`src/rtl/mul_pkg.sv`:
```
package mul_pkg;

  typedef enum logic {
    ST_IDLE = 1'b0,
    ST_RUN  = 1'b1
  } mul_state_e;

endpackage

```
`src/rtl/mul_rst_sync.sv`:
```
module mul_rst_sync #(
  parameter int STAGES = 2
) (
  input  logic clk,
  input  logic arst_n,
  output logic srst_n
);

  logic [STAGES-1:0] sync_q;

  always_ff @(posedge clk or negedge arst_n) begin
    if (!arst_n) sync_q <= '0;
    else         sync_q <= {sync_q[STAGES-2:0], 1'b1};
  end

  assign srst_n = sync_q[STAGES-1];

endmodule

```
`src/rtl/mul_ctrl.sv`:
```
module mul_ctrl
  import mul_pkg::*;
#(
  parameter int MPLIER_W = 16
) (
  input  logic clk,
  input  logic rst_n,
  input  logic start_i,
  input  logic rest_zero_i,
  output logic load_o,
  output logic step_o,
  output logic busy_o,
  output logic done_o
);

  localparam int CNT_W = (MPLIER_W > 1) ? $clog2(MPLIER_W) : 1;
  localparam logic [CNT_W-1:0] LAST_STEP = CNT_W'(MPLIER_W - 1);

  mul_state_e       state_q, state_d;
  logic [CNT_W-1:0] cnt_q, cnt_d;
  logic             done_q, done_d;
  logic             finish;

  assign load_o = (state_q == ST_IDLE) && start_i;
  assign step_o = (state_q == ST_RUN);
  assign finish = step_o && (rest_zero_i || (cnt_q == LAST_STEP));

  always_comb begin
    state_d = state_q;
    cnt_d   = cnt_q;
    done_d  = finish;
    if (load_o) begin
      state_d = ST_RUN;
      cnt_d   = '0;
    end else if (step_o) begin
      cnt_d = cnt_q + 1'b1;
      if (finish) state_d = ST_IDLE;
    end
  end

  always_ff @(posedge clk or negedge rst_n) begin
    if (!rst_n) begin
      state_q <= ST_IDLE;
      cnt_q   <= '0;
      done_q  <= 1'b0;
    end else begin
      state_q <= state_d;
      cnt_q   <= cnt_d;
      done_q  <= done_d;
    end
  end

  assign busy_o = step_o;
  assign done_o = done_q;

endmodule

```
`src/rtl/mul_acc.sv`:
```
module mul_acc #(
  parameter int PROD_W = 32
) (
  input  logic              add_en_i,
  input  logic [PROD_W-1:0] acc_i,
  input  logic [PROD_W-1:0] addend_i,
  output logic [PROD_W-1:0] sum_o
);

  logic [PROD_W-1:0] gated;

  assign gated = addend_i & {PROD_W{add_en_i}};
  assign sum_o = acc_i + gated;

endmodule

```
`src/rtl/mul_datapath.sv`:
```
module mul_datapath #(
  parameter int MPLIER_W = 16,
  parameter int MCAND_W  = 16
) (
  input  logic                          clk,
  input  logic                          rst_n,
  input  logic                          load_i,
  input  logic                          step_i,
  input  logic [MPLIER_W-1:0]           mplier_i,
  input  logic [MCAND_W-1:0]            mcand_i,
  output logic                          rest_zero_o,
  output logic [MPLIER_W+MCAND_W-1:0]   product_o
);

  localparam int PROD_W = MPLIER_W + MCAND_W;

  logic [MPLIER_W-1:0] mr_q, mr_d;
  logic [PROD_W-1:0]   md_q, md_d;
  logic [PROD_W-1:0]   prod_q, prod_d;
  logic [PROD_W-1:0]   sum;

  mul_acc #(.PROD_W(PROD_W)) u_acc (
    .add_en_i (mr_q[0]),
    .acc_i    (prod_q),
    .addend_i (md_q),
    .sum_o    (sum)
  );

  always_comb begin
    mr_d   = mr_q;
    md_d   = md_q;
    prod_d = prod_q;
    if (load_i) begin
      mr_d   = mplier_i;
      md_d   = {{MPLIER_W{1'b0}}, mcand_i};
      prod_d = '0;
    end else if (step_i) begin
      mr_d   = mr_q >> 1;
      md_d   = md_q << 1;
      prod_d = sum;
    end
  end

  always_ff @(posedge clk or negedge rst_n) begin
    if (!rst_n) begin
      mr_q   <= '0;
      md_q   <= '0;
      prod_q <= '0;
    end else if (load_i || step_i) begin
      mr_q   <= mr_d;
      md_q   <= md_d;
      prod_q <= prod_d;
    end
  end

  generate
    if (MPLIER_W > 1) begin : g_rest
      assign rest_zero_o = ~|mr_q[MPLIER_W-1:1];
    end else begin : g_rest1
      assign rest_zero_o = 1'b1;
    end
  endgenerate

  assign product_o = prod_q;

endmodule

```
`src/rtl/shift_add_mul.sv`:
```
module shift_add_mul #(
  parameter int MPLIER_W = 16,
  parameter int MCAND_W  = 16,
  parameter int PROD_W   = MPLIER_W + MCAND_W
) (
  input  logic                clk,
  input  logic                rst_n,
  input  logic                start_i,
  input  logic [MPLIER_W-1:0] mplier_i,
  input  logic [MCAND_W-1:0]  mcand_i,
  output logic                busy_o,
  output logic                done_o,
  output logic [PROD_W-1:0]   product_o
);

  logic rst_n_sync;
  logic load, step, rest_zero;

  mul_rst_sync #(.STAGES(2)) u_rst (
    .clk    (clk),
    .arst_n (rst_n),
    .srst_n (rst_n_sync)
  );

  mul_ctrl #(.MPLIER_W(MPLIER_W)) u_ctrl (
    .clk         (clk),
    .rst_n       (rst_n_sync),
    .start_i     (start_i),
    .rest_zero_i (rest_zero),
    .load_o      (load),
    .step_o      (step),
    .busy_o      (busy_o),
    .done_o      (done_o)
  );

  mul_datapath #(.MPLIER_W(MPLIER_W), .MCAND_W(MCAND_W)) u_dp (
    .clk         (clk),
    .rst_n       (rst_n_sync),
    .load_i      (load),
    .step_i      (step),
    .mplier_i    (mplier_i),
    .mcand_i     (mcand_i),
    .rest_zero_o (rest_zero),
    .product_o   (product_o)
  );

endmodule

```
`config.mk`:
```
export PLATFORM = sky130hd
export DESIGN_NAME = shift_add_mul
export DESIGN_NICKNAME = d
export VERILOG_FILES = /design/src/rtl/mul_pkg.sv /design/src/rtl/mul_rst_sync.sv /design/src/rtl/mul_ctrl.sv /design/src/rtl/mul_acc.sv /design/src/rtl/mul_datapath.sv /design/src/rtl/shift_add_mul.sv
export SDC_FILE = /design/constraint.sdc
export NUM_CORES = 1
export LEC_CHECK = 0
export ABC_AREA = 1
export CAP_MARGIN = 20
export CORE_MARGIN = 3
export CORE_UTILIZATION = 55
export CTS_CLUSTER_SIZE = 24
export DETAILED_ROUTE_END_ITERATION = 7
export GPL_TIMING_DRIVEN = 1
export PLACE_DENSITY = 0.77
export SETUP_SLACK_MARGIN = 0.02
export SKIP_CTS_REPAIR_TIMING = 1
export SYNTH_ARGS = -nofsm -noshare
export SYNTH_HDL_FRONTEND = slang
export SYNTH_HIERARCHICAL = 1
export SYNTH_SLANG_ARGS = --single-unit
```
`constraint.sdc`:
```
create_clock -name clk -period 3.4 [get_ports clk]
set_input_delay 0.68 -clock clk [delete_from_list [all_inputs] [get_ports clk]]
set_output_delay 0.68 -clock clk [all_outputs]
set_load 0.1 [all_outputs]
```
==> summary.txt, run 1 <==
Critical path
  • Largest stage delay, worst path: 0.47 ns
  • Critical path class: register to register
  • CP Launch Type: register
  • Crit. End Element: register
  • Crit path to: u_dp/product_o[28]
  • Most frequent CP cell: nand2_1
  • Worst path slowest cell: dfrtp_1
  • Buf/Inv on CP: 2
  • Critical path arrival: 2.72 ns
  • Worst Reg2Reg Path Length in Cells: 17
  • Worst-path maximum fanout: 25
  • R2R Setup Slk: 0.92 ns
  • Worst Setup SP: u_dp/mr_q[0]
  • Reg2reg start: u_dp/mr_q[0]
  • Family with the most delay on the worst path: simple AND/OR/NAND/NOR gates
  • Critical-path cell list: buf_4 > nand2_1 > inv_1 > ha_1 > fa_1 > nand3_1 > nand3_1 > nand2_1 > nand2_2 > nand2_1 > nand2_2 > nand2_1 > nand2_1 > nand2_1 > nand2_1 > nand2_1 > nand2_1
  • Crit path required time: 3.64 ns
  • FF-to-FF End: u_dp/product_o[28]
  • Critical Path Stages: 17

Route
  • Drt total wl: 15.2 mm
  • TritonRoute pass-1 iters: 6
  • Antenna Nets Post-Route: 0
  • Number of remaining DRC errors: 0
  • Routed length per instance: 12.8 microns
  • Vias per cell: 4.94
  • Via Count: between 5000 and 6000
  • Detailed Route Iter0 Violations: 416

Place
  • DP HPWL: 11.5 mm
  • Placer Congestion: roughly 0.98
  • Port-buffer cells: 68
  • Placed cells: 1174

STA
  • Period utilization: 73.1%
  • Fmax: 403 MHz
  • Skew final: 0.0120 ns
  • Hold Violations, Final: 0
  • Min Tclk post-route: 2.48 ns
  • Final Max Tran Viols: 0
  • Slew headroom: 35.9%
  • RSZ-0062 raised after global routing: false
  • Worst hold margin: 0.275 ns
  • Worst Max-Slew Pin Slew: between 0.9 and 1 ns
  • Setup TNS Final: 0 ns
  • Finish-stage setup viols: 0

Yosys
  • EDFF count, synth: 0
  • Post-synthesis cell count: 985
  • Ys async rst share: 100%
  • Yosys warning count: 6
  • Top_reg_cell synth: dfrtp_1
  • Post-synth top area share: a little over a third
  • Area leader, netlist: dfrtp_1
  • Cell Area, Synth: 0.00627 sq mm
  • Avg Cell Area, Syn: 6.37 sq um
  • Post-synth top cells: 482 x nand2_1, 166 x inv_1, 88 x dfrtp_1, 55 x nand3_1, 47 x nor2_1
  • Synth Register Bits: between 80 and 90
  • Synth Net Count: ~1100
  • Top-count cell post-synth: nand2_1
  • Seq/Total Area, Yosys: 35.1%
  • Distinct cell type count after synthesis: 27
  • Top post-synthesis cells by area: dfrtp_1 35%, nand2_1 29%, inv_1 9.9%, ha_1 6.4%, nand3_1 4.4%

Global route
  • GRT Total Usage: 25.0%
  • Largest net degree at the start of global routing: 87
  • Total congestion overflow: 0
  • Vias in the first global route: 5463
  • First-pass GRT wire length: 25.8 mm
  • Initial antenna violation count: 0

Clocking
  • Buffers from clock root to sink, at most: 2
  • Cts bufs inserted: 9
  • Clock Latency Late Sink: 0.35 ns
  • TritonCTS clock tree: yes
  • CTS clock-pin slew for the worst setup and hold paths: 0.06 ns
  • Clock Sinks: just under 90
  • CTS root buf: clkbuf_16
  • H-tree level count: 3

Power
  • Pint: 2920 uW
  • Lkg Pwr: 0.00449 uW
  • P_sw: about 3000 uW
  • Worst vdd rail ir drop: roughly 0.52 mV
  • Clock power frac: 17.0%
  • Combinational group share of total power: 53.3%
  • Switching share of total power: 51.2%
  • Part of the power in registers: between 20% and 30%
  • PD cells: 825 mW/mm^2

Finish
  • Finished Layout Cells: 1190
  • Final-layout fill cell count: 1018
  • Reg area: 0.00221 sq mm
  • Multi-input logic area: 0.00325 sq mm
  • ANT cells: 0
  • Nets: 1114
  • P&R area growth vs syn: 15.7%
  • Proportion of layout cells with a drive suffix above 1: 6.48%

Floorplan
  • Die width: 113 microns
  • Die Area: 0.0127 sq mm
  • Die Height: 113 microns
  • Rows: 38
  • Top-level I/O count: 69
  • Initial core utilization: 57.1%
  • Core Region: around 0.011 sq mm

Hold path
  • Min-Delay Path Class: register to async pin

Run
  • Max-Cap Viols: 0

Run status
  • Status: finished clean
[metal layers]
metal  track usage (%)  wire, microns  vias to the layer above
li1                  -              -                     3075
met4              8.97            274                        0
met2              38.3           6690                      180
met3              4.01           1040                       20
met1              35.9           7230                     2607
met5                 0              0                        -
[flip-flops by register name, indices dropped and copies added (netlist names)]
name,count
u_dp/md_q,32
u_rst/sync_q,2
u_ctrl/done_o,1
u_ctrl/busy_o,1
u_dp/product_o,32
u_dp/mr_q,16
u_ctrl/cnt_q,4
[how the worst min path moves through the flow]
stage	from	to	cells after the start
6_report	u_rst/sync_q[1]	u_dp/mr_q[5]	0
4_1_cts	u_rst/sync_q[0]	u_rst/sync_q[1]	0
5_1_grt	u_rst/sync_q[1]	u_dp/mr_q[4]	0
3_5_place_dp	u_rst/sync_q[0]	u_rst/sync_q[1]	0
2_1_floorplan	u_rst/sync_q[0]	u_rst/sync_q[1]	0
3_3_place_gp	u_rst/sync_q[0]	u_rst/sync_q[1]	0
[cell usage in the layout, fill, tap and decap left out, types with 2 or more instances in the layout]
| cell | Yosys | final |
|---|---|---|
| clkdlybuf4s50_1 | 0 | 35 |
| inv_1 | 166 | 166 |
| nand2_2 | 7 | 7 |
| buf_4 | 6 | 37 |
| nor2_1 | 47 | 47 |
| dfrtp_1 | 88 | 87 |
| nand3_1 | 55 | 55 |
| nor3_1 | 5 | 5 |
| inv_6 | 0 | 2 |
| nand4_1 | 3 | 3 |
| clkbuf_16 | 0 | 9 |
| inv_2 | 3 | 3 |
| nand2_1 | 482 | 482 |
| o211ai_1 | 16 | 16 |
| ha_1 | 32 | 32 |
| xor2_1 | 15 | 15 |
| buf_12 | 0 | 2 |
| o21bai_1 | 2 | 2 |
| o21ai_0 | 7 | 7 |
| nor2_4 | 2 | 2 |
| a21oi_1 | 23 | 23 |
[final cells by class]
| cell class | instances | area share, % |
|---|---|---|
| Clock inverter | 4 | 0.724 |
| Tap cell | 140 | 2.41 |
| Multi-Input combinational cell | 703 | 44.8 |
| Timing Repair Buffer | 75 | 9.59 |
| Clock buffer | 11 | 3.34 |
| Inverter | 169 | 8.74 |
| Sequential cell | 88 | 30.4 |
[power groups by stage]
stage	sequential [uW]	combinational, uW	clock, uW
3_5_place_dp	1800	3160	0
2_1_floorplan	2650	1610	0
3_3_place_gp	1800	3120	0
5_1_grt	1830	3500	1080
4_1_cts	1790	3170	1040
6_report	1780	3190	1020
[kinds of logic after synthesis]
| group | count (synthesis) | share of synthesized area (%) |
|---|---|---|
| other cells | 1 | 0.0598 |
| fa+ha+maj | 33 | 6.71 |
| compound gates | 50 | 4.77 |
| simple gates | 603 | 38.1 |
| xor+xnor | 16 | 2.24 |
| flops | 88 | 35.1 |
| buf+inv | 194 | 13.0 |
[per-stage QoR]
stage | instance area (sq um) | power (uW) | utilization, % | setup slack, ns
finish | 7260 | 5980 | 66.1 | 0.916
global route | 7260 | 6410 | 66.1 | 0.661
CTS | 7230 | 6000 | 65.8 | 0.915
detailed placement | 6930 | 4960 | 63.1 | 0.890
global placement | 6930 | 4910 | 63.1 | 0.926
floorplan | 6270 | 4260 | - | 0.767
No activity file was read; power rests on OpenSTA's default activity.
==> run 2, diff against run 1 <==
CORE_UTILIZATION = 52   (was 55)
PLACE_DENSITY = 0.76   (was 0.77)
clock period = 2.2 ns   (was 3.4 ns; I/O delays follow)
==> summary.txt, run 2 (synthesis gave the netlist of run 1 again) <==
Run status
  • Status: finished clean

STA
  • Final Max Tran Viols: 0 (unchanged)
  • Period utilization: 98.9% (+26 points)
  • Min Tclk post-route: 2.18 ns (-0.307 ns)
  • Worst hold margin: 0.108 ns (-0.167 ns)
  • Slew headroom: 64.9% (+29 points)
  • Skew final: 0.00807 ns (-0.00389 ns)
  • Fmax: 459 MHz (+14%)
  • Hold Violations, Final: 0 (unchanged)
  • RSZ-0062 raised after global routing: true
  • Finish-stage setup viols: 0 (unchanged)
  • Worst Max-Slew Pin Slew: 0.525 ns (-0.433 ns)

Clocking
  • Cts bufs inserted: 9 (unchanged)
  • Clock Sinks: 88 (unchanged)
  • TritonCTS clock tree: yes
  • H-tree level count: 3 (unchanged)
  • CTS root buf: clkbuf_16
  • Clock Latency Late Sink: 0.35 ns (about the same)
  • CTS clock-pin slew for the worst setup and hold paths: 0.07 ns (about the same)
  • Buffers from clock root to sink, at most: 2 (unchanged)

Finish
  • Finished Layout Cells: 1209 (+1.6%)
  • Nets: 1129 (+1.3%)
  • Most common cell after layout, fill and taps aside: nand2_1
  • Proportion of layout cells with a drive suffix above 1: 19.7% (+13 points)
  • Commonest cells after routing, fill and taps aside: 452 x nand2_1, 162 x inv_1, 61 x dfrtp_1
  • ANT cells: 0 (unchanged)
  • P&R area growth vs syn: 27.7%

Critical path
  • Worst path slowest cell: dfrtp_2
  • Buf/Inv on CP: 3 (+1)
  • Crit. End Element: register
  • Worst-path maximum fanout: 12 (-52%)
  • Critical-path cell list: buf_6 > nand2_1 > inv_1 > ha_4 > nand2_2 > inv_2 > nand2_1 > nor3_2 > nand2_2 > nand2_4 > nand2_1 > nand2_1 > nand2_1 > nand2_1 > nand2_1 > nand2_1
  • Reg2reg start: u_dp/mr_q[0]
  • Most frequent CP cell: nand2_1
  • Largest stage delay, worst path: 0.44 ns (-0.03 ns)
  • Critical path arrival: 2.46 ns (-0.26 ns)
  • Worst Setup SP: u_dp/mr_q[0]
  • Family with the most delay on the worst path: simple AND/OR/NAND/NOR gates
  • Crit path required time: 2.49 ns (-1.15 ns)
  • Critical path class: register to register
  • CP Launch Type: register

Power
  • PD cells: 1240 mW/mm^2 (+50%)
  • Lkg Pwr: 0.00455 uW (+1.4%)
  • Worst vdd rail ir drop: 0.914 mV (+74%)

Route
  • Detailed Route Iter0 Violations: 361 (-13%)
  • Antenna Nets Post-Route: 0 (unchanged)
  • Routed length per instance: 13.6 microns (+6.1%)
  • Drt total wl: 16.4 mm (+7.8%)
  • Vias per cell: 5.02 (+1.5%)
  • Via Count: 6068 (+3.2%)
  • Number of remaining DRC errors: 0 (unchanged)
  • TritonRoute pass-1 iters: 5 (-1)

Floorplan
  • Die Height: 116 microns (+2.7%)
  • Rows: 39 (+2.6%)
  • Core Region: 0.0116 sq mm (+5.7%)
  • Die Area: 0.0134 sq mm (+5.5%)
  • Die width: 116 microns (+2.7%)
  • Initial core utilization: 54.0% (-3.1 points)
  • Top-level I/O count: 69 (unchanged)

Place
  • Placer Congestion: 0.968 (-1.4%)
  • DP HPWL: 11.6 mm (+0.29%)
  • Port-buffer cells: 68 (unchanged)
  • Placed cells: 1189 (+1.3%)

Global route
  • Largest net degree at the start of global routing: 51 (-41%)
  • Total congestion overflow: 0 (unchanged)
  • Vias in the first global route: 5533 (+1.3%)
  • GRT Total Usage: 24.3% (-0.69 points)
  • Initial antenna violation count: 0 (unchanged)
  • First-pass GRT wire length: 25.9 mm (+0.51%)

Hold path
  • Min-Delay Path Class: register to async pin

Run
  • Max-Cap Viols: 0 (unchanged)
-- run 2: where the power goes --
group | switching [uW] | internal (uW)
Sequential | 577 | 2270
Combinational | 3800 | 1850
Clock | 668 | 772
-- run 2: path summary, 6_finish.rpt --
path | cells past startpoint | to | slack [ns]
setup / recovery | 16 | u_dp/product_o[22] | 0.02
hold / removal | 0 | u_dp/mr_q[6] | 0.11
setup reg to reg | 16 | u_dp/product_o[22] | 0.02
hold reg to reg | 0 | u_dp/mr_q[6] | 0.11
max in group asynchronous | 1 | u_dp/product_o[22] | 1.45
min in group clk | 0 | u_rst/sync_q[1] | 0.35
-- run 2: layout make-up --
| type | instances | area (sq um) |
|---|---|---|
| Timing Repair Buffer | 90 | 847 |
| Inverter | 169 | 634 |
| Fill cell | 985 | 3600 |
| Sequential cell | 88 | 2240 |
| Clock inverter | 4 | 32.5 |
| Multi-Input combinational cell | 703 | 3840 |
| Tap cell | 143 | 179 |
| Clock buffer | 12 | 236 |
-- run 2: metrics by stage --
step	TNS, ns	instance area [sq um]	utilization, %	total power (uW)	setup slack (ns)
floorplan	0	6310	-	6630	0.0244
global placement	-0.660	7090	61.0	7680	-0.0478
detailed placement	-1.66	7090	61.0	7750	-0.0584
CTS	-0.273	7360	63.3	9220	-0.0765
global route	-0.397	8010	69.0	10600	-0.0858
finish	0	8010	69.0	9940	0.0234
-- run 2: metal layers --
metal  track usage, %  up-vias  wire, microns
li1                 -     3116              -
met1             35.1     2768           7650
met2             38.0      162           7540
met3             2.92       22            941
met4             8.12        0            279
met5                0        -              0
